===== src/rtl/crs_col_gen.sv =====
module crs_col_gen #(
  parameter int WIN_BITS = 10,
  parameter int SQE_DLY  = 16,
  parameter int SQE_LEN  = 10
) (
  input  logic clk,
  input  logic rst,
  input  logic speed100,
  input  logic full_dpx,
  input  logic rptr_mode,
  input  logic sqe_inhibit,
  input  logic rx_bit,
  input  logic rx_bit_vld,
  input  logic rx_act10,
  input  logic tx_en,
  input  logic tx_done,
  output logic crs,
  output logic col
);
  localparam int ZW   = $clog2(WIN_BITS + 1);
  localparam int CMAX = (SQE_DLY > SQE_LEN) ? SQE_DLY : SQE_LEN;
  localparam int CW   = $clog2(CMAX + 1);

  typedef enum logic [1:0] {SQ_IDLE, SQ_WAIT, SQ_PULSE} sq_t;

  logic [WIN_BITS-1:0] win;
  logic [ZW-1:0]       nz;
  logic                act100, rx_act, hit, sqe_on, arm;
  logic [CW-1:0]       cnt;
  sq_t                 st;

  wire [WIN_BITS-1:0] zeros = ~win;
  wire adj  = |(zeros & (zeros >> 1));
  wire idle = &win;

  always_comb begin
    nz = '0;
    for (int i = 0; i < WIN_BITS; i++) nz = nz + ZW'(zeros[i]);
  end

  assign hit    = (nz >= ZW'(3)) || (nz == ZW'(2) && !adj);
  assign rx_act = speed100 ? act100 : rx_act10;
  assign sqe_on = (st == SQ_PULSE);
  assign arm    = tx_done && !full_dpx && !speed100 && !sqe_inhibit;

  always_ff @(posedge clk) begin
    if (rst) begin
      win    <= '1;
      act100 <= 1'b0;
    end else begin
      if (rx_bit_vld) win <= {win[WIN_BITS-2:0], rx_bit};
      if (hit)       act100 <= 1'b1;
      else if (idle) act100 <= 1'b0;
    end
  end

  always_ff @(posedge clk) begin
    if (rst) begin
      st  <= SQ_IDLE;
      cnt <= '0;
    end else begin
      case (st)
        SQ_IDLE: if (arm) begin
          st  <= SQ_WAIT;
          cnt <= CW'(SQE_DLY - 1);
        end
        SQ_WAIT: if (cnt == '0) begin
          st  <= SQ_PULSE;
          cnt <= CW'(SQE_LEN - 1);
        end else cnt <= cnt - 1'b1;
        SQ_PULSE: if (cnt == '0) st <= SQ_IDLE;
                  else cnt <= cnt - 1'b1;
        default: st <= SQ_IDLE;
      endcase
    end
  end

  always_ff @(posedge clk) begin
    if (rst) begin
      crs <= 1'b0;
      col <= 1'b0;
    end else begin
      crs <= (full_dpx || rptr_mode) ? rx_act : (rx_act || tx_en);
      col <= !full_dpx && ((rx_act && tx_en) || sqe_on);
    end
  end

  logic [CW:0] chk_len;
  always_ff @(posedge clk) begin
    if (rst || !sqe_on) chk_len <= '0;
    else                chk_len <= chk_len + 1'b1;
  end

  assert_reset_low_R1: assert property (@(posedge clk) $past(rst) |-> (!crs && !col));
  assert_idle_end_R4: assert property (@(posedge clk) disable iff (rst)
    (act100 && idle && !hit) |=> !act100);
  assert_half_crs_R5: assert property (@(posedge clk) disable iff (rst)
    (!full_dpx && !rptr_mode && tx_en) |=> crs);
  assert_collision_R7: assert property (@(posedge clk) disable iff (rst)
    (!full_dpx && tx_en && rx_act) |=> col);
  assert_fdx_col_low_R8: assert property (@(posedge clk) disable iff (rst)
    full_dpx |=> !col);
  assert_pulse_len_R9: assert property (@(posedge clk) disable iff (rst)
    sqe_on |-> (chk_len < (CW+1)'(SQE_LEN)));
  assert_sqe_or_R11: assert property (@(posedge clk) disable iff (rst)
    (!full_dpx && sqe_on) |=> col);
endmodule


===== config.mk =====
export PLATFORM = sky130hd
export DESIGN_NAME = crs_col_gen
export DESIGN_NICKNAME = d
export VERILOG_FILES = /design/src/rtl/crs_col_gen.sv
export SDC_FILE = /design/constraint.sdc
export NUM_CORES = 1
export LEC_CHECK = 0
export BUFFER_PORTS_ARGS = -buffer_cell sky130_fd_sc_hd__clkbuf_2
export CAP_MARGIN = 15
export CELL_PAD_IN_SITES_DETAIL_PLACEMENT = 0
export CELL_PAD_IN_SITES_GLOBAL_PLACEMENT = 1
export CORE_ASPECT_RATIO = 0.75
export CORE_MARGIN = 2
export CORE_UTILIZATION = 32
export CTS_CLUSTER_SIZE = 10
export DETAILED_ROUTE_END_ITERATION = 12
export PLACE_DENSITY = 0.61
export RECOVER_POWER = 100
export SLEW_MARGIN = 15
export SYNTH_ARGS = -nofsm -noshare
export SYNTH_HDL_FRONTEND = slang
export SYNTH_SLANG_ARGS = --single-unit

===== constraint.sdc =====
create_clock -name clk -period 2.8 [get_ports clk]
set_input_delay 0.14 -clock clk [delete_from_list [all_inputs] [get_ports clk]]
set_output_delay 0.14 -clock clk [all_outputs]
set_load 0.005 [all_outputs]

* Yosys cells after proc, flatten, opt, wreduce, memory -nomap -nowiden
Cells that the tools add are included.
Word-level totals: register bits after elaboration 20, latch bits 0, bits in writable memories 0, ROM bits 0, memories kept 0
Operators by class: add/sub/neg operators 10, multipliers 0, divide/modulo/power cells 0, order comparisons 1, eq/ne operators 7, shift operators 0, multiplexer cells 12, bitwise gates (word level) 2, reductions and logical operators 22
Operators with widths (number):
- $add A4 B1 Y4 | 6
- $mux W5 | 3
- $pmux W5 S3 | 1
- $and A10 B9 Y10 | 1
- $not A10 Y10 | 1
- $reduce_and A10 Y1 | 1
- $reduce_or A10 Y1 | 1
- $logic_and A1 B1 Y1 | 6
- $mux W2 | 3
- $ne A2 B2 Y1 const B | 3
- $pmux W2 S3 | 1
- $reduce_and A3 Y1 | 2
- $logic_not A5 Y1 | 1
- $sub A5 B1 Y5 const B | 1
- $add A3 B1 Y4 | 1
- $eq A4 B2 Y1 const B | 1
- $ge A4 B2 Y1 const B | 1
- $logic_not A1 Y1 | 4
- $logic_or A1 B1 Y1 | 4
- $mux W1 | 4
- $add A2 B1 Y3 | 1
- $reduce_bool A3 Y1 | 1
- $add A1 B1 Y2 | 1
- $eq A2 B1 Y1 const B | 1
- 4 further kinds | 4

* Longest topological paths before layout
depth after elaboration 14, depth in mapped cells 10

* Worst setup path before layout
No wires, ideal clock.
path kind reg-to-reg, start point register win[0], end point register act100, setup time 0.137 ns, data arrival time 2.846 ns, slack -0.183 ns, cell stages (with the launch flop) 9, buffers on the path 0, path through dfxtp_1 fa_1 inv_1 fa_1 fa_1 ha_1 fa_1 a221oi_1 o211ai_1
On the way: cells in the longest elaborated chain, start to end 14, elaborated cells between the ends (all ways) 20, classes of those cells add/sub (9); order compare (1); eq/ne (1); mux (1); bitwise (2); reduce/logical (6)
RTL lines:
- start, declared | line 26 | logic [WIN_BITS-1:0] win;
- start signal, assigned | line 51 | if (rx_bit_vld) win <= {win[WIN_BITS-2:0], rx_bit};
- parallel branches: the longest is 14 deep, another holds $add A3 B1 Y4
- end signal, assigned | line 49 | act100 <= 1'b0;
- end signal, assigned | line 52 | if (hit) act100 <= 1'b1;
- end signal, assigned | line 53 | else if (idle) act100 <= 1'b0;
- end, declared | line 28 | logic act100, rx_act, hit, sqe_on, arm;
Parallel ways; which one is timed is not known. A chain may end at the register's enable or synchronous reset.

* Worst setup path in the final report
Ends and elaborated chain as after synthesis.

==> flow_summary.ini <==
[sta]
final.hold.worst_slack_ns = 0.1107
worst_slack_ns = -0.2290
final.period_utilization_pct = 108.2
setup_violations = 1
timing.slew.headroom_pct = 53.23
hold_viol = 0
min_period_ns = 3.029
maxClockFrequency_mhz = 330.1
timing.final.max_slew_violations = 0
setup_repair_after_global_routing_missed_its_margin = true
clock_skew_ns = 0.005523
tightestPinTransition_ns = 0.7016
setup_total_negative_slack_ns = -0.2290

[logic_synthesis]
synth-warning-count = 0
postSynthRegisterBits = 20
netlist_area_mm2 = 0.001230
synth.top_cells.by_area = sky130_fd_sc_hd__dfxtp_1 (33%), sky130_fd_sc_hd__ha_1 (10%), sky130_fd_sc_hd__fa_1 (9.8%)
share_of_the_yosys_chip_area_belonging_to_registers_pct = 32.55
synth.net_count = 161
yosys.area.top_type = sky130_fd_sc_hd__dfxtp_1
synth_cells = 134
synth.lib_cells_used.distinct = 32
syn_area_per_cell_um2 = 9.179
synth_top_area_share_pct = 32.55

[clock_network]
maximum_level_of_the_cts_h_tree = 1
cts.sinks = 20
cts_hold_repair.buffers = 0
clkLatencyLatePin_ns = 0.26
cts-buffers-inserted = 3
max-clock-path-buffers = 2
cts_tree = done
root_buffer = sky130_fd_sc_hd__clkbuf_8
worst_setup_hold_path_clk_slew_ns = 0.08

[setup_path]
rr_endpoint = act100
crit_start = win[0]
timing.critical_path.required_ns = 2.93
r2r.worst_path.cells = 8
worst_ep_arrival_time_ns = 3.16
cp-endpoint = act100
worst_path_fanout_max = 2
r2r_setup_slack_ns = -0.23
worst_setup_ep_type = flip-flop
worst_setup_path_start_kind = flip-flop
timing.setup.critical_path_class = flip-flop to flip-flop
reg2reg_from = win[0]

[route]
routed_vias = 987
drt-vias-per-instance = 4.791
finalWirelength_um = 2683
dr.pass1.iters = 4
ant_nets = 0
wire_per_inst_um = 13.02
dr.first_iter.drc_count = 50
drc_errors = 0

[finish]
finalCoreUtilization_pct = 39.00
final_cell_mix = sky130_fd_sc_hd__inv_1 (19), sky130_fd_sc_hd__dfxtp_1 (19), sky130_fd_sc_hd__nand2_1 (12)
n_antenna_cell = 0
synthToLayoutAreaGrowth_pct = 16.07
fin_nets = 182
layout_cell_share_with_drive_strength_beyond_1_pct = 14.94

[die]
placementRows = 19
design.die.area_mm2 = 0.004361
die-height_um = 57.69
fp.dieW_um = 75.59
core_region_area_mm2 = 0.003661
initial_utilization_pct = 33.60
top_level_ports = 13

[placement]
hpwlAfterDp_um = 2152
place_ws_ns = -0.2426
routabilityCongestion = 0.8584
numPortBuffers = 12

[worst_hold_path]
timing.hold.worst_path_depth = 2
hold_path.class = primary input to flip-flop

[grt]
overall_track_demand_over_capacity_in_global_routing_pct = 13.68
global_route_wire_length_before_repair_um = 4450
initial_antenna_violation_count = 0
grt_pass1_vias = 910
globalRouteOverflowTotal = 0
grt_start_max_net_pins = 17

[job]
max-cap-violations = 0

[power]
total_power_w = 0.001138
ir_worst_vdd_v = 0.0003039
cellPowerDensity_mw_per_mm2 = 797.1
leakage_nw = 0.6626

[status]
failed_checks = negative setup slack
outcome = complete, but fails checks
==> cell usage after synthesis <==
cell,n
sky130_fd_sc_hd__a211o_1,2
sky130_fd_sc_hd__a211oi_1,3
sky130_fd_sc_hd__a21oi_1,8
sky130_fd_sc_hd__a221oi_1,1
sky130_fd_sc_hd__a221oi_4,1
sky130_fd_sc_hd__a31oi_1,1
sky130_fd_sc_hd__and3_1,1
sky130_fd_sc_hd__clkbuf_1,4
sky130_fd_sc_hd__dfxtp_1,20
sky130_fd_sc_hd__fa_1,6
sky130_fd_sc_hd__ha_1,10
sky130_fd_sc_hd__inv_1,19
sky130_fd_sc_hd__mux2i_1,6
sky130_fd_sc_hd__nand2_1,12
sky130_fd_sc_hd__nand2b_1,1
sky130_fd_sc_hd__nand3_1,1
sky130_fd_sc_hd__nand4_1,2
sky130_fd_sc_hd__nor2_1,9
sky130_fd_sc_hd__nor3b_1,1
sky130_fd_sc_hd__nor4b_1,1
sky130_fd_sc_hd__nor4b_2,1
sky130_fd_sc_hd__o211ai_1,7
sky130_fd_sc_hd__o21ai_0,4
sky130_fd_sc_hd__o21ai_1,1
sky130_fd_sc_hd__o221a_1,1
sky130_fd_sc_hd__o22ai_1,3
sky130_fd_sc_hd__o311ai_0,1
sky130_fd_sc_hd__o31ai_1,3
sky130_fd_sc_hd__or3_1,1
sky130_fd_sc_hd__or4_1,1
sky130_fd_sc_hd__or4b_1,1
sky130_fd_sc_hd__or4b_4,1
==> where the power goes <==
part	total, W	switching, W	internal (W)
registers	0.000403	0.0000583	0.000344
logic	0.000514	0.000288	0.000226
clock network	0.000221	0.0000963	0.000125
==> worst max-delay path, cell delays in order, from the launching register on <==
cell and delay (ns):
sky130_fd_sc_hd__dfxtp_2 0.33, sky130_fd_sc_hd__fa_1 0.52, sky130_fd_sc_hd__inv_1 0.05, sky130_fd_sc_hd__fa_1 0.52
sky130_fd_sc_hd__fa_1 0.42, sky130_fd_sc_hd__ha_2 0.20, sky130_fd_sc_hd__fa_1 0.49, sky130_fd_sc_hd__a221oi_2 0.28
sky130_fd_sc_hd__o211ai_1 0.10
==> flip-flops by register name, indices dropped and copies added, names as in the netlist <==
| register | count |
|---|---|
| act100 | 1 |
| crs | 1 |
| st | 2 |
| cnt | 5 |
| col | 1 |
| win | 10 |
==> metrics by stage <==
step                instance area, µm²  instances
floorplan                         1239        134
global placement                  1394        200
detailed placement                1394        200
CTS                               1450        204
global route                      1428        206
finish                            1428        206
==> layout make-up <==
class	instances	area (µm²)
Timing Repair Buffer	20	106.4
Tap cell	52	65.06
Multi-Input combinational cell	91	728.2
Inverter	19	71.32
Sequential cell	20	401.6
Fill cell	386	2233
Clock buffer	4	55.05
==> per-layer routing <==
metal | up-vias | global-route usage [%] | part of all wire [%]
met2 | 17 | 16.65 | 37
met5 | - | 0 | 0
met1 | 452 | 22.88 | 58
met3 | 2 | 4.174 | 3.5
li1 | 516 | - | -
met4 | 0 | 3.008 | 0.82
==> logic make-up (layout without fill, tap and decap cells) <==
kind of cell / after synthesis / after routing / synth area share (%)
compound gates: 36 / 36 / 21.16
flops: 20 / 20 / 32.55
buf+inv: 23 / 43 / 7.019
fa+ha+maj: 16 / 16 / 19.94
mux: 6 / 6 / 4.883
simple gates: 33 / 33 / 14.45
==> worst min path at each step <==
stage             start     end  slack [ns]
2_1_floorplan  full_dpx     col        0.22
3_3_place_gp     rx_bit  win[0]        0.37
3_5_place_dp     rx_bit  win[0]        0.37
4_1_cts          rx_bit  win[0]        0.10
5_1_grt        full_dpx     col        0.11
6_report       full_dpx     col        0.11
==> timing repair <==
item	in CTS	in global routing
endpoints found under the setup margin	1	1
buffers inserted	0	2
gates resized for setup	1	0
gates cloned	0	0
pin swaps	0	3
(Power assumes the default switching activity.)
